`src/rtl/lpc_pd_pkg.sv`:
```
package lpc_pd_pkg;

   typedef enum logic [2:0] {
      ST_ACTIVE    = 3'd0,
      ST_PD_ASSERT = 3'd1,
      ST_PD_WAIT   = 3'd2,
      ST_IN_RESET  = 3'd3,
      ST_EXIT      = 3'd4
   } pd_state_e;

   localparam int AD_W = 4;

endpackage

```
`src/rtl/lpc_pd_timer.sv`:
```
module lpc_pd_timer #(
   parameter int DELAY_CYCLES = 7500
) (
   input  logic clk_i,
   input  logic rst_ni,
   input  logic run_i,
   output logic done_o
);
   localparam int CNT_W = (DELAY_CYCLES > 2) ? $clog2(DELAY_CYCLES) : 1;
   localparam logic [CNT_W-1:0] LAST = CNT_W'(DELAY_CYCLES - 1);

   logic [CNT_W-1:0] cnt_q;

   always_ff @(posedge clk_i or negedge rst_ni) begin
      if (!rst_ni)          cnt_q <= '0;
      else if (!run_i)      cnt_q <= '0;
      else if (cnt_q != LAST) cnt_q <= cnt_q + 1'b1;
   end

   assign done_o = run_i && (cnt_q == LAST);

   a_r4_count_bounded: assert property (@(posedge clk_i) disable iff (!rst_ni)
      run_i && $past(run_i) && $past(cnt_q) != LAST |-> cnt_q == $past(cnt_q) + 1'b1);
endmodule

```
`src/rtl/lpc_pd_fsm.sv`:
```
module lpc_pd_fsm
   import lpc_pd_pkg::*;
(
   input  logic      clk_i,
   input  logic      rst_ni,
   input  logic      lp_req_i,
   input  logic      grst_req_i,
   input  logic      wake_i,
   input  logic      wait_done_i,
   output pd_state_e state_o
);
   pd_state_e state_q, state_d;

   always_comb begin
      state_d = state_q;
      if (grst_req_i) begin
         state_d = ST_IN_RESET;
      end else begin
         unique case (state_q)
            ST_ACTIVE:    if (lp_req_i) state_d = ST_PD_ASSERT;
            ST_PD_ASSERT: state_d = ST_PD_WAIT;
            ST_PD_WAIT:   if (wait_done_i) state_d = ST_IN_RESET;
            ST_IN_RESET:  if (wake_i) state_d = ST_EXIT;
            ST_EXIT:      state_d = ST_ACTIVE;
            default:      state_d = ST_ACTIVE;
         endcase
      end
   end

   always_ff @(posedge clk_i or negedge rst_ni) begin
      if (!rst_ni) state_q <= ST_ACTIVE;
      else         state_q <= state_d;
   end

   assign state_o = state_q;

   a_r9_no_wake_in_wait: assert property (@(posedge clk_i) disable iff (!rst_ni)
      $past(state_q) == ST_PD_WAIT && !$past(grst_req_i) && !$past(wait_done_i)
      |-> state_q == ST_PD_WAIT);
   a_r8_exit_then_idle: assert property (@(posedge clk_i) disable iff (!rst_ni)
      $past(state_q) == ST_EXIT && !$past(grst_req_i) |-> state_q == ST_ACTIVE);
endmodule

```
`src/rtl/lpc_pd_park.sv`:
```
module lpc_pd_park
   import lpc_pd_pkg::*;
#(
   parameter bit PARK_TRISTATE = 1'b1
) (
   input  logic            clk_i,
   input  logic            rst_ni,
   input  logic            park_i,
   input  logic            frame_n_i,
   input  logic [AD_W-1:0] ad_i,
   input  logic            ad_oe_i,
   output logic            frame_n_o,
   output logic [AD_W-1:0] ad_o,
   output logic            ad_oe_o
);
   assign frame_n_o = park_i ? 1'b0 : frame_n_i;
   assign ad_o      = park_i ? '0   : ad_i;

   generate
      if (PARK_TRISTATE) begin : g_park_release
         assign ad_oe_o = park_i ? 1'b0 : ad_oe_i;
         a_r7_released: assert property (@(posedge clk_i) disable iff (!rst_ni)
            park_i |-> !ad_oe_o);
      end else begin : g_park_drive_low
         assign ad_oe_o = park_i ? 1'b1 : ad_oe_i;
         a_r7_driven_low: assert property (@(posedge clk_i) disable iff (!rst_ni)
            park_i |-> ad_oe_o && ad_o == '0);
      end
   endgenerate

   a_r3_frame_low: assert property (@(posedge clk_i) disable iff (!rst_ni)
      park_i |-> !frame_n_o);
   a_r10_pass: assert property (@(posedge clk_i) disable iff (!rst_ni)
      !park_i |-> frame_n_o == frame_n_i && ad_oe_o == ad_oe_i);
endmodule

```
`src/rtl/lpc_pd_sequencer.sv`:
```
module lpc_pd_sequencer
   import lpc_pd_pkg::*;
#(
   parameter int CLK_MHZ       = 250,
   parameter int DELAY_US      = 30,
   parameter bit PARK_TRISTATE = 1'b1
) (
   input  logic            clk_i,
   input  logic            rst_ni,
   input  logic            lp_req_i,
   input  logic            grst_req_i,
   input  logic            wake_i,
   input  logic            frame_n_i,
   input  logic [AD_W-1:0] ad_i,
   input  logic            ad_oe_i,
   output logic            susp_o,
   output logic            lrst_o,
   output logic            frame_n_o,
   output logic [AD_W-1:0] ad_o,
   output logic            ad_oe_o
);
   localparam int DELAY_CYCLES = CLK_MHZ * DELAY_US;
   localparam int AGE_W = $clog2(DELAY_CYCLES + 1);

   generate
      if (CLK_MHZ < 1) begin : g_bad_clk
         $error("CLK_MHZ must be positive");
      end
      if (DELAY_CYCLES < 2) begin : g_bad_delay
         $error("settling time must span at least two cycles");
      end
   endgenerate

   pd_state_e state;
   logic      wait_done;
   logic      timer_run;
   logic      park;

   assign timer_run = (state == ST_PD_ASSERT) || (state == ST_PD_WAIT);

   lpc_pd_timer #(.DELAY_CYCLES(DELAY_CYCLES)) u_timer (
      .clk_i  (clk_i),
      .rst_ni (rst_ni),
      .run_i  (timer_run),
      .done_o (wait_done)
   );

   lpc_pd_fsm u_fsm (
      .clk_i       (clk_i),
      .rst_ni      (rst_ni),
      .lp_req_i    (lp_req_i),
      .grst_req_i  (grst_req_i),
      .wake_i      (wake_i),
      .wait_done_i (wait_done),
      .state_o     (state)
   );

   assign susp_o = (state != ST_ACTIVE);
   assign lrst_o = (state == ST_IN_RESET);
   assign park   = (state == ST_PD_WAIT) || (state == ST_IN_RESET) || (state == ST_EXIT);

   lpc_pd_park #(.PARK_TRISTATE(PARK_TRISTATE)) u_park (
      .clk_i     (clk_i),
      .rst_ni    (rst_ni),
      .park_i    (park),
      .frame_n_i (frame_n_i),
      .ad_i      (ad_i),
      .ad_oe_i   (ad_oe_i),
      .frame_n_o (frame_n_o),
      .ad_o      (ad_o),
      .ad_oe_o   (ad_oe_o)
   );

   // checker: cycles elapsed since power-down rose, saturating
   logic [AGE_W-1:0] susp_age_q;
   always_ff @(posedge clk_i or negedge rst_ni) begin
      if (!rst_ni)                              susp_age_q <= '0;
      else if (!susp_o)                         susp_age_q <= '0;
      else if (susp_age_q != AGE_W'(DELAY_CYCLES)) susp_age_q <= susp_age_q + 1'b1;
   end

   a_r4_settle_time: assert property (@(posedge clk_i) disable iff (!rst_ni)
      $rose(lrst_o) && !$past(grst_req_i) |-> susp_age_q == AGE_W'(DELAY_CYCLES));
   a_r5_grst_immediate: assert property (@(posedge clk_i) disable iff (!rst_ni)
      $past(grst_req_i) |-> lrst_o && susp_o);
   a_r3_park_needs_susp: assert property (@(posedge clk_i) disable iff (!rst_ni)
      !frame_n_o && frame_n_i |-> susp_o);
   a_r8_reset_drops_first: assert property (@(posedge clk_i) disable iff (!rst_ni)
      $fell(susp_o) |-> !lrst_o && !$past(lrst_o));
   a_r2_susp_before_reset: assert property (@(posedge clk_i) disable iff (!rst_ni)
      $rose(susp_o) && !$past(grst_req_i) |-> !lrst_o && frame_n_o == frame_n_i);
endmodule

```
`config.mk`:
```
export PLATFORM = sky130hd
export DESIGN_NAME = lpc_pd_sequencer
export DESIGN_NICKNAME = d
export VERILOG_FILES = /design/src/rtl/lpc_pd_pkg.sv /design/src/rtl/lpc_pd_timer.sv /design/src/rtl/lpc_pd_fsm.sv /design/src/rtl/lpc_pd_park.sv /design/src/rtl/lpc_pd_sequencer.sv
export SDC_FILE = /design/constraint.sdc
export NUM_CORES = 1
export LEC_CHECK = 0
export BUFFER_PORTS_ARGS = -buffer_cell sky130_fd_sc_hd__buf_2
export CAP_MARGIN = 10
export CORE_MARGIN = 2
export CORE_UTILIZATION = 43
export DETAILED_ROUTE_END_ITERATION = 8
export PLACE_DENSITY = 0.65
export SETUP_SLACK_MARGIN = 0.4
export SLEW_MARGIN = 15
export SYNTH_ARGS = -nofsm -noshare
export SYNTH_HDL_FRONTEND = slang
export SYNTH_SLANG_ARGS = --single-unit
```
`constraint.sdc`:
```
create_clock -name clk_i -period 3.35 [get_ports clk_i]
set_input_delay 0.1675 -clock clk_i [delete_from_list [all_inputs] [get_ports clk_i]]
set_output_delay 0.1675 -clock clk_i [all_outputs]
set_load 0.05 [all_outputs]
```
==> results.md, run 1 <==
- Post-synthesis mux area share: 3.28%
- I/O pin cnt: 19
- Post-synthesis sequential area ratio: a little over two fifths
- Met3 Track Usage GR: around 5.5%
- Internal power: 0.302 mW
- Synth warnings: 0
- Main synth FF type: dfrtp_1
- Setup Viol. Count Final: 0
- Fin Clk Skew: between 0.003 and 0.004 ns
- EDFF count, synth: 0
- Antenna Cells: 0
- Worst Setup Path Type: reg2out
- PwrDens: 418 nW/um^2
- Core Region: 1980 um^2
- Largest net degree at the start of global routing: 17
- Area grow syn2layout: 18.6%
- Netlist Area Pre-Place: just over 900 um^2
- First-pass GRT wire length: around 3400 um
- Initial core utilization: 46.1%
- Proportion of layout cells with a drive suffix above 1: a little over a fifth
- Comb power frac: about 23%
- Worst skew pair latency: between 0.2 and 0.3 ns
- Congestion Overflow GR: 0
- Setup bufs post-CTS: 0
- Sink Count: 16
- Die Y: approximately 50 um
- Sum of negative setup slack: 0 ns
- DRT antenna net count: 0
- Max Cap Viol: 0
- Overall global routing resource usage: 17.9%
- Net switching power: 0.152 mW
- Via density: around 5.5
- # port buffers: 18
- Synth Net Count: roughly 110
- Clk pwr share: between 20% and 30%
- Main combinational cell family by area after synthesis: simple AND/OR/NAND/NOR gates
- Met2 usage: between 20 and 30%
- Average routed wire per standard cell: approximately 13 um
- Worst slew pin tran: ~0.43 ns
- Die ar.: about 2500 um^2
- Ys async rst share: between 90% and 100%
- Layout fillers: 188
- Critical Path Start Type: flop
- Simple-Gate Fraction of Synth Area: 32.7%
- Met1 usage: around 23%
- Register Area: roughly 400 um^2
- Net count, final: between 100 and 150
- Deepest level of the CTS H-tree: 1
- Mapped Cells: 96
- Worst Hold Class: in2reg
- RSZ-0062 raised after global routing: no
- Cell Rows: 16
- Final min period: approximately 1.8 ns
- Hold path endpoint: u_fsm.state_o[0]
- RD Place Congestion: 0.794
- DR pass1 iterations: 4
- Max Slew Vio Count: 0
- RR Endpoint: u_timer.cnt_q[10]
- Cts bufs inserted: 3
- CTS max path bufs: 2
- HP Start: grst_req_i
- FF-to-FF path depth: 4
- Worst setup path start: u_fsm.state_o[0]
- CTS tree: built
- Initial antenna violation count: 0
- FF-to-FF setup slack: 1.77 ns
- Initial DRC count: 13
- Compound-Gate Fraction of Synth Area: 12.3%
- Synth unique cells: 31
- Post-detail-place hpwl: between 1000 and 1500 um
- Hold depth: 2
- Number of synthesized register bits: 16
- Arrival @ worst endpoint: ~1.6 ns
- Root Driver: clkbuf_4
- Clock transition at the registers of the reported paths: roughly 0.1 ns
- VDD IR-drop max: 0.000244 V
- XOR/XNOR share of the synthesized area: 3.69%
- Via count: 805
- Leakage power: 0.453 nW
- Worst r2r src: u_timer.cnt_q[0]
- Flop pwr share: about 48%
- Final worst-path cycle share: approximately 53%
- Run status: finished, final reports clean
- Largest fanout on the critical path: 6
- Die Wd: around 50 um
- Sw Share: 33.5%
- Multi-input logic area: 488 um^2
- Req. time, crit path: between 3 and 4 ns
- FMAX: approximately 560 MHz
- Vias in the first global route: 760
- Final WS setup: between 1.5 and 2 ns
- Syn avg cell area: between 9 and 10 um^2
- Synth Area in Adders: 1.37%
- CP Capture Type: output port
- Final wirelength: ~1900 um
- Rel. slew slack: a little under three quarters
- DRC Markers: 0
- Pwr Total: roughly 0.45 mW
- Gr busiest metal: met2
- Pre-CTS setup slack: between 1.5 and 2 ns
- Hold Fails Final Rpt: 0
==> cell usage in the layout, fill, tap and decap left out, types with 2 or more instances in the layout <==
| cell type | count |
|---|---|
| nor4_1 | 3 |
| and3_1 | 2 |
| nand3_1 | 9 |
| dfrtp_1 | 16 |
| o21ai_0 | 3 |
| and2_1 | 7 |
| nand2_1 | 4 |
| clkbuf_4 | 3 |
| a21oi_1 | 7 |
| buf_2 | 18 |
| nand4b_1 | 2 |
| nand4bb_1 | 2 |
| mux2i_1 | 3 |
| or4_1 | 3 |
| o31ai_1 | 5 |
| nand4_2 | 2 |
| nor2_1 | 4 |
| inv_1 | 6 |
| nor3_1 | 2 |
| or3_1 | 3 |
==> sequential cells by signal, indices dropped and copies added (netlist names) <==
signal / flops
u_fsm.state_o: 3
u_timer.cnt_q: 13
==> routing by layer <==
metal,part of all wire (%),up-vias
met3,3.2,2
li1,-,409
met2,49,7
met1,47,387
met4,0.78,0
met5,0,-
==> worst max-delay path, stage by stage (launching register included) <==
cell	delay, ns
dfrtp_1	0.47
nor2_1	0.13
a21oi_1	0.30
and2_1	0.17
buf_2	0.25
==> worst max-delay path by stage <==
| stage | to | slack, ns |
|---|---|---|
| 6_report | ad_o[2] | 1.57 |
| 5_1_grt | ad_o[2] | 1.39 |
| 4_1_cts | ad_o[3] | 1.55 |
| 3_5_place_dp | u_timer.cnt_q[10] | 1.80 |
| 3_3_place_gp | u_timer.cnt_q[10] | 1.85 |
| 2_1_floorplan | u_timer.cnt_q[10] | 1.93 |
==> layout make-up <==
| class | count | share of cell area, % |
|---|---|---|
| flip-flops and latches | 16 | 36.9 |
| inverters | 7 | 2.42 |
| well taps | 27 | 3.11 |
| repair buffers | 19 | 9.23 |
| clock buffers | 4 | 3.34 |
| multi-input cells | 73 | 45.0 |
==> timing repair <==
item,CTS,global route
resized for setup,0,0
hold buffers,1,0
endpoints found under the hold margin,16,0
==> Yosys cell counts, types with 2 or more instances <==
cell       count  area, um^2
a21oi_1        7        35.0
and2_1         7        43.8
and3_1         2        12.5
dfrtp_1       16         400
inv_1          6        22.5
mux2i_1        3        30.0
nand2_1        4        15.0
nand3_1        9        45.0
nand4_2        2        25.0
nand4b_1       2        17.5
nand4bb_1      2        22.5
nor2_1         4        15.0
nor3_1         2        10.0
nor4_1         3        18.8
o21ai_0        3        15.0
o31ai_1        5        37.5
or3_1          3        18.8
or4_1          3        22.5
==> kinds of logic after synthesis <==
group,count (synthesis)
muxes,3
and+or+nand+nor,48
AOI/OAI and AO/OA,18
DFF,16
xor gates and xnor gates,3
buffers and inverters,7
adders and majority gates,1
==> power by group through the flow <==
| stage | Combinational (mW) | Sequential [mW] | Clock [mW] |
|---|---|---|---|
| 2_1_floorplan | 0.0756 | 0.218 | 0 |
| 3_3_place_gp | 0.102 | 0.220 | 0 |
| 3_5_place_dp | 0.103 | 0.221 | 0 |
| 4_1_cts | 0.104 | 0.217 | 0.135 |
| 5_1_grt | 0.113 | 0.220 | 0.145 |
| 6_report | 0.103 | 0.217 | 0.133 |
==> through the flow <==
step                      utilization [%]  instance area [um^2]  cells  hold slack, ns
after floorplan                         -                   915     96          -0.128
after global placement               52.4                  1040    141           0.106
after detailed placement             52.4                  1040    141           0.107
after CTS                            54.7                  1080    146          0.0776
after global routing                 54.7                  1080    146          0.0871
final                                54.7                  1080    146          0.0856
(Power assumes the default switching activity.)
==> run 2, diff against run 1 <==
==> constraint.sdc (replaced) <==
create_clock -name clk_i -period 1.8 [get_ports clk_i]
set_input_delay 0.09 -clock clk_i [delete_from_list [all_inputs] [get_ports clk_i]]
set_output_delay 0.09 -clock clk_i [all_outputs]
set_load 0.05 [all_outputs]
==> run 2 against run 1 <==
Net effect: core utilization increased by 15 points; wire length up 30%; sequential share of layout area down 7.7 points; via count up 12%; critical path depth rose by 1; final area up 28%; combinational power rose to 3.1 times the previous value; final cell count increased by 9.6%.
==> results.md, run 2 (synthesis gave the netlist of run 1 again) <==
- Fin Clk Skew: about 0.017 ns
- Initial antenna violation count: 0
- Final instance area: around 1400 um^2
- Layout fillers: 137
- Largest fanout on the critical path: 4
- Worst skew pair latency: about 0.30 ns
- Pwr Total: slightly below 1 mW
- Hold path endpoint: u_fsm.state_o[0]
- Met2 usage: 31.8%
- FMAX: 672 MHz
- Initial DRC count: 45
- CTS tree: built
- Cts bufs inserted: 3
- HP Start: grst_req_i
- Post-detail-place hpwl: 1510 um
- Placed Instance Area: between 1000 and 1500 um^2
- Overall global routing resource usage: between 20% and 30%
- Initial core utilization: 46.1%
- Leakage power: ~0.6 nW
- RD Place Congestion: 0.779
- Clock transition at the registers of the reported paths: 0.11 ns
- Worst r2r src: u_timer.cnt_q[1]
- RR Endpoint: u_timer.cnt_q[6]
- I/O pin cnt: 19
- Final wirelength: approximately 2500 um
- Register Area: 407 um^2
- PwrDens: ~710 nW/um^2
- Cell Rows: 16
- Gr busiest metal: met2
- Antenna Cells: 0
- Net count, final: about 150
- RSZ-0062 raised after global routing: yes
- Multi-input logic area: about 600 um^2
- Max Cap Viol: 0
- First-pass GRT wire length: around 3900 um
- CTS max path bufs: 2
- Met1 usage: roughly 28%
- Run status: finished, final reports clean
- Core Region: a little under 2000 um^2
- Commonest non-fill, non-tap cell in the layout: buf_4
- Most frequent cells in the layout: buf_4 (12), dfrtp_1 (11), buf_2 (10), nand3_1 (9), and2_4 (7)
- Largest net degree at the start of global routing: 17
- Req. time, crit path: between 2 and 2.5 ns
- Number of flip-flops under the largest register name: 13
- Final worst-path cycle share: between 80% and 90%
- Worst Hold Class: in2reg
- DRC Markers: 0
- Rel. slew slack: 74.5%
- Deepest level of the CTS H-tree: 1
- Via density: ~5.7
- Max Slew Vio Count: 0
- Sink Count: 16
- CP Capture Type: flop
- Worst setup path start: u_timer.cnt_q[1]
- Worst Setup Path Type: reg2reg
- # port buffers: 18
- FF-to-FF path depth: 5
- Proportion of layout cells with a drive suffix above 1: 46.6%
- Hold Fails Final Rpt: 0
- Vias in the first global route: between 800 and 900
- Reg with most FFs: u_timer.cnt_q
- Die ar.: 2510 um^2
- Sum of negative setup slack: 0 ns
- Arrival @ worst endpoint: around 1.7 ns
- Die Wd: between 50 and 60 um
- FF-to-FF setup slack: between 0.3 and 0.4 ns
- DRT antenna net count: 0
- Met3 Track Usage GR: 4.55%
- Average routed wire per standard cell: approximately 16 um
- Worst slew pin tran: between 0.3 and 0.4 ns
- Final min period: roughly 1.5 ns
- Root Driver: clkbuf_4
- VDD IR-drop max: 0.000571 V
- Congestion Overflow GR: 0
- WHS: approximately 0.013 ns
- Setup Viol. Count Final: 0
- Via count: approximately 910
- Area grow syn2layout: 52.0%
- Fin util: 70.1%
- Hold depth: 2
- Die Y: ~50 um
- DR pass1 iterations: 4
- Critical Path Start Type: flop
==> run 2: changes by cell type in the layout (fill, tap and decap cells not counted), sizes merged <==
cell and change:
buf +13, clkbuf +1, clkinv -1, inv +1
==> run 2: final cells by class <==
type,count,area share [%]
Inverter,7,2.07
Sequential cell,16,29.3
Multi-Input combinational cell,73,43.4
Tap cell,27,2.43
Timing Repair Buffer,33,20.3
Clock buffer,4,2.61
==> run 2: routing by layer <==
layer	vias up	share of wire, %
li1	434	-
met3	8	5.7
met2	39	49
met4	0	2.7
met5	-	0
met1	424	42
==> run 2: worst max path at each step <==
stage / cells past startpoint / endpoint
6_report: 5 / u_timer.cnt_q[6]
5_1_grt: 5 / u_timer.cnt_q[6]
4_1_cts: 4 / ad_o[3]
3_5_place_dp: 4 / u_timer.cnt_q[10]
3_3_place_gp: 4 / u_timer.cnt_q[10]
2_1_floorplan: 4 / u_timer.cnt_q[10]
==> run 2: per-stage QoR <==
step	setup WS [ns]	instances
finish	0.312	160
global route	0.248	160
CTS	0.345	156
detailed placement	0.241	142
global placement	0.325	142
floorplan	0.396	96
==> run 2: repair_timing <==
item	CTS	global route
hold buffers	1	0
endpoints found under the hold margin	16	0
buffers inserted	9	4
pin swaps	9	7
gates resized for setup	44	9
setup endpoints to repair	18	19
==> run 2: worst max-delay path: stages (launching register included) <==
cell     delay (ns)
dfrtp_2        0.44
ha_4           0.16
nand4_1        0.16
buf_4          0.20
or3_1          0.32
a21oi_2        0.12
==> run 2: power breakdown <==
| group | internal, mW | switching (mW) | leakage [nW] |
|---|---|---|---|
| sequential | 0.379 | 0.0329 | 0.208 |
| combinational | 0.155 | 0.169 | 0.382 |
| clock | 0.123 | 0.125 | 0.0210 |
| total | 0.657 | 0.327 | 0.612 |
==> run 3, diff against run 2 <==
--- a/config.mk
+++ b/config.mk
@@ -5,12 +5,13 @@
 export SDC_FILE = /design/constraint.sdc
 export NUM_CORES = 1
 export LEC_CHECK = 0
+export ABC_AREA = 1
 export BUFFER_PORTS_ARGS = -buffer_cell sky130_fd_sc_hd__buf_2
 export CAP_MARGIN = 10
 export CORE_MARGIN = 2
 export CORE_UTILIZATION = 43
 export DETAILED_ROUTE_END_ITERATION = 8
-export PLACE_DENSITY = 0.65
+export PLACE_DENSITY = 0.67
 export SETUP_SLACK_MARGIN = 0.4
 export SLEW_MARGIN = 15
 export SYNTH_ARGS = -nofsm -noshare
==> constraint.sdc (replaced) <==
create_clock -name clk_i -period 1.3 [get_ports clk_i]
set_input_delay 0.065 -clock clk_i [delete_from_list [all_inputs] [get_ports clk_i]]
set_output_delay 0.065 -clock clk_i [all_outputs]
set_load 0.05 [all_outputs]
==> run 3 against run 2 <==
Net effect: the flow now finishes with violations (setup timing); die area increased by 13%; sequential share of layout area decreased by 5.1 points; critical path type is now reg2out; area after synthesis increased by 14%; worst setup slack got worse by 0.43 ns; core utilization increased by 4.6 points; largest power group is now combinational cells; power increased to 3.4 times the previous value; largest cell class unchanged; clock skew decreased by 0.013 ns.
==> results.md, run 3 <==
- I/O pin cnt: 19
- Critical Path Start Type: flop
- Rel. slew slack: 75.1%
- Reg with most FFs: u_timer.cnt_q
- First-pass GRT wire length: around 4200 um
- RD Place Congestion: between 0.7 and 0.8
- Die Wd: approximately 53 um
- Synth unique cells: 28
- Failing checks: setup timing
- Largest area contributor in the netlist: dfrtp_1
- Deepest level of the CTS H-tree: 1
- Register Area: 408 um^2
- Synth warnings: 0
- Vias in the first global route: between 1k and 1.5k
- Cell Rows: 17
- Antenna Cells: 0
- Setup Viol. Count Final: 10
- Hold Fails Final Rpt: 0
- Initial core utilization: a little under half
- Final wirelength: 2720 um
- CP Capture Type: output port
- Net count, final: between 150 and 200
- Netlist Area Pre-Place: between 1000 and 1500 um^2
- RR Endpoint: u_fsm.state_o[1]
- Via count: between 1k and 1.5k
- FF-to-FF path depth: 6
- Largest fanout on the critical path: 6
- Sink Count: 16
- Root Driver: clkbuf_4
- Die Y: 53.3 um
- Leakage power: roughly 0.76 nW
- # port buffers: 18
- FF-to-FF setup slack: 0 ns
- Hold depth: 4
- DRT antenna net count: 0
- Worst skew pair latency: ~0.29 ns
- Core Region: around 2300 um^2
- Met1 usage: about 23%
- Worst Hold Class: in2reg
- PwrDens: 1970 nW/um^2
- Commonest non-fill, non-tap cell in the layout: nand2_1
- DR pass1 iterations: 4
- Arrival @ worst endpoint: 1.35 ns
- Synth top area share: a little under two fifths
- Cts bufs inserted: 3
- Final worst-path cycle share: 109%
- WHS: about 0.040 ns
- Max Cap Viol: 0
- EDFF count, synth: 0
- Area grow syn2layout: 61.5%
- RSZ-0062 raised after global routing: yes
- Top-count cell post-synth: nand2_1
- Proportion of layout cells with a drive suffix above 1: between 50 and 60%
- Number of flip-flops under the largest register name: 13
- Die ar.: around 2800 um^2
- Largest stage delay, worst path: about 0.45 ns
- Multi-input logic area: 743 um^2
- Req. time, crit path: ~1.2 ns
- Pre-CTS setup slack: around 0.0019 ns
- Worst r2r src: u_fsm.state_o[0]
- Via density: 4.87
- Max Slew Vio Count: 0
- CTS max path bufs: 2
- Number of synthesized register bits: 16
- Synth Net Count: ~150
- Post-detail-place hpwl: ~1700 um
- Average routed wire per standard cell: roughly 13 um
- Initial DRC count: 12
- Worst slew pin tran: roughly 0.37 ns
- Hold path endpoint: u_fsm.state_o[0]
- HP Start: wake_i
- Main synth FF type: dfrtp_1
- Top cells by count, synth: nand2_1 (29), nor2_1 (23), inv_1 (18)
- Worst Setup Path Type: reg2out
- Area contributors post-synth: dfrtp_1 (38%), nand2_1 (10%), nor2_1 (8.3%), inv_1 (6.5%), nand2_2 (3.6%)
- CTS tree: built
- Syn avg cell area: approximately 7.7 um^2
- Largest net degree at the start of global routing: 17
- Met2 usage: approximately two fifths
- Mapped Cells: between 100 and 150
- Gr busiest metal: met2
- Overall global routing resource usage: between 20% and 30%
- Congestion Overflow GR: 0
- Run status: complete, but fails checks
- Clock transition at the registers of the reported paths: about 0.090 ns
- Met3 Track Usage GR: between 1.5 and 2%
- Final min period: 1.42 ns
- DRC Markers: 0
- Final WS setup: -0.120 ns
- Post-synthesis sequential area ratio: a little under two fifths
- Top cell by count, worst path: nor2_4
- Initial antenna violation count: 0
- Layout fillers: roughly 160
- VDD IR-drop max: a little under 0.002 V
- Sum of negative setup slack: -0.775 ns
- CP cell instances: nor2_4 > nand2_2 > o21ai_4 > buf_12 > nor2_4 > buf_8
- Crit path max-delay cell type: dfrtp_2
- Fin Clk Skew: approximately 0.0038 ns
- Ys async rst share: 100%
- FMAX: just over 700 MHz
- Most frequent cells in the layout: nand2_1 (23), inv_1 (17), buf_4 (15), nor2_1 (13), buf_6 (12)
[run 3: kinds of logic after synthesis]
family | after synthesis | synth area share [%]
and+or+nand+nor | 78 | 40.4
buffers and inverters | 22 | 8.15
AOI/OAI and AO/OA | 17 | 10.1
DFF | 16 | 38.4
xor gates and xnor gates | 1 | 0.839
muxes | 1 | 0.959
adders and majority gates | 1 | 1.20
[run 3: power breakdown]
| group | switching [mW] | leakage, nW | total (mW) | internal (mW) |
|---|---|---|---|---|
| clock network | 0.169 | 0.0210 | 0.339 | 0.171 |
| logic | 1.25 | 0.533 | 2.31 | 1.06 |
| registers | 0.106 | 0.207 | 0.680 | 0.574 |
[run 3: metrics by stage]
stage | area [um^2] | power, mW | util [%] | instances
after detailed placement | 1290 | 2.11 | 57.4 | 186
after global routing | 1690 | 3.48 | 74.8 | 210
after global placement | 1290 | 2.09 | 57.4 | 186
final | 1690 | 3.33 | 74.8 | 210
after CTS | 1590 | 3.14 | 70.4 | 205
after floorplan | 1140 | 1.83 | - | 136
[run 3: area by class of cell]
cell class / instances / share of cell area (%)
multi-input combinational: 98 / 44.1
timing repair buffer: 42 / 22.1
clock buffer: 4 / 2.15
inverter: 22 / 5.35
tap: 28 / 2.08
sequential: 16 / 24.2
[run 3: worst max path at each step]
stage	start	to	slack (ns)
3_3_place_gp	u_fsm.state_o[2]	u_fsm.state_o[1]	0.04
2_1_floorplan	u_fsm.state_o[0]	u_fsm.state_o[0]	0.05
3_5_place_dp	u_timer.cnt_q[1]	u_fsm.state_o[1]	0.002
4_1_cts	u_fsm.state_o[0]	ad_o[0]	-0.11
6_report	u_fsm.state_o[1]	ad_o[0]	-0.12
5_1_grt	u_fsm.state_o[1]	ad_o[0]	-0.15
[run 3: timing repair]
action | in CTS | in global routing
pin swaps | 13 | 5
gates resized for setup | 33 | 19
setup endpoints to repair | 24 | 24
hold buffers | 1 | 0
endpoints found under the hold margin | 16 | 0
setup buffers | 14 | 5
[run 3: per-layer routing]
metal | routed length (um) | part of all wire (%) | up-vias
met2 | 1500 | 55 | 16
met5 | 0 | 0 | -
met1 | 1100 | 40 | 482
li1 | - | - | 520
met3 | 80 | 2.9 | 4
met4 | 36 | 1.3 | 0
[run 3: critical path, delay by kind of cell, from the launching register on]
family	cells	cell delay, ns
AO/OA/AOI/OAI	1	0.07
buffers and inverters	2	0.30
flip-flops	1	0.45
AND/OR/NAND/NOR	3	0.24
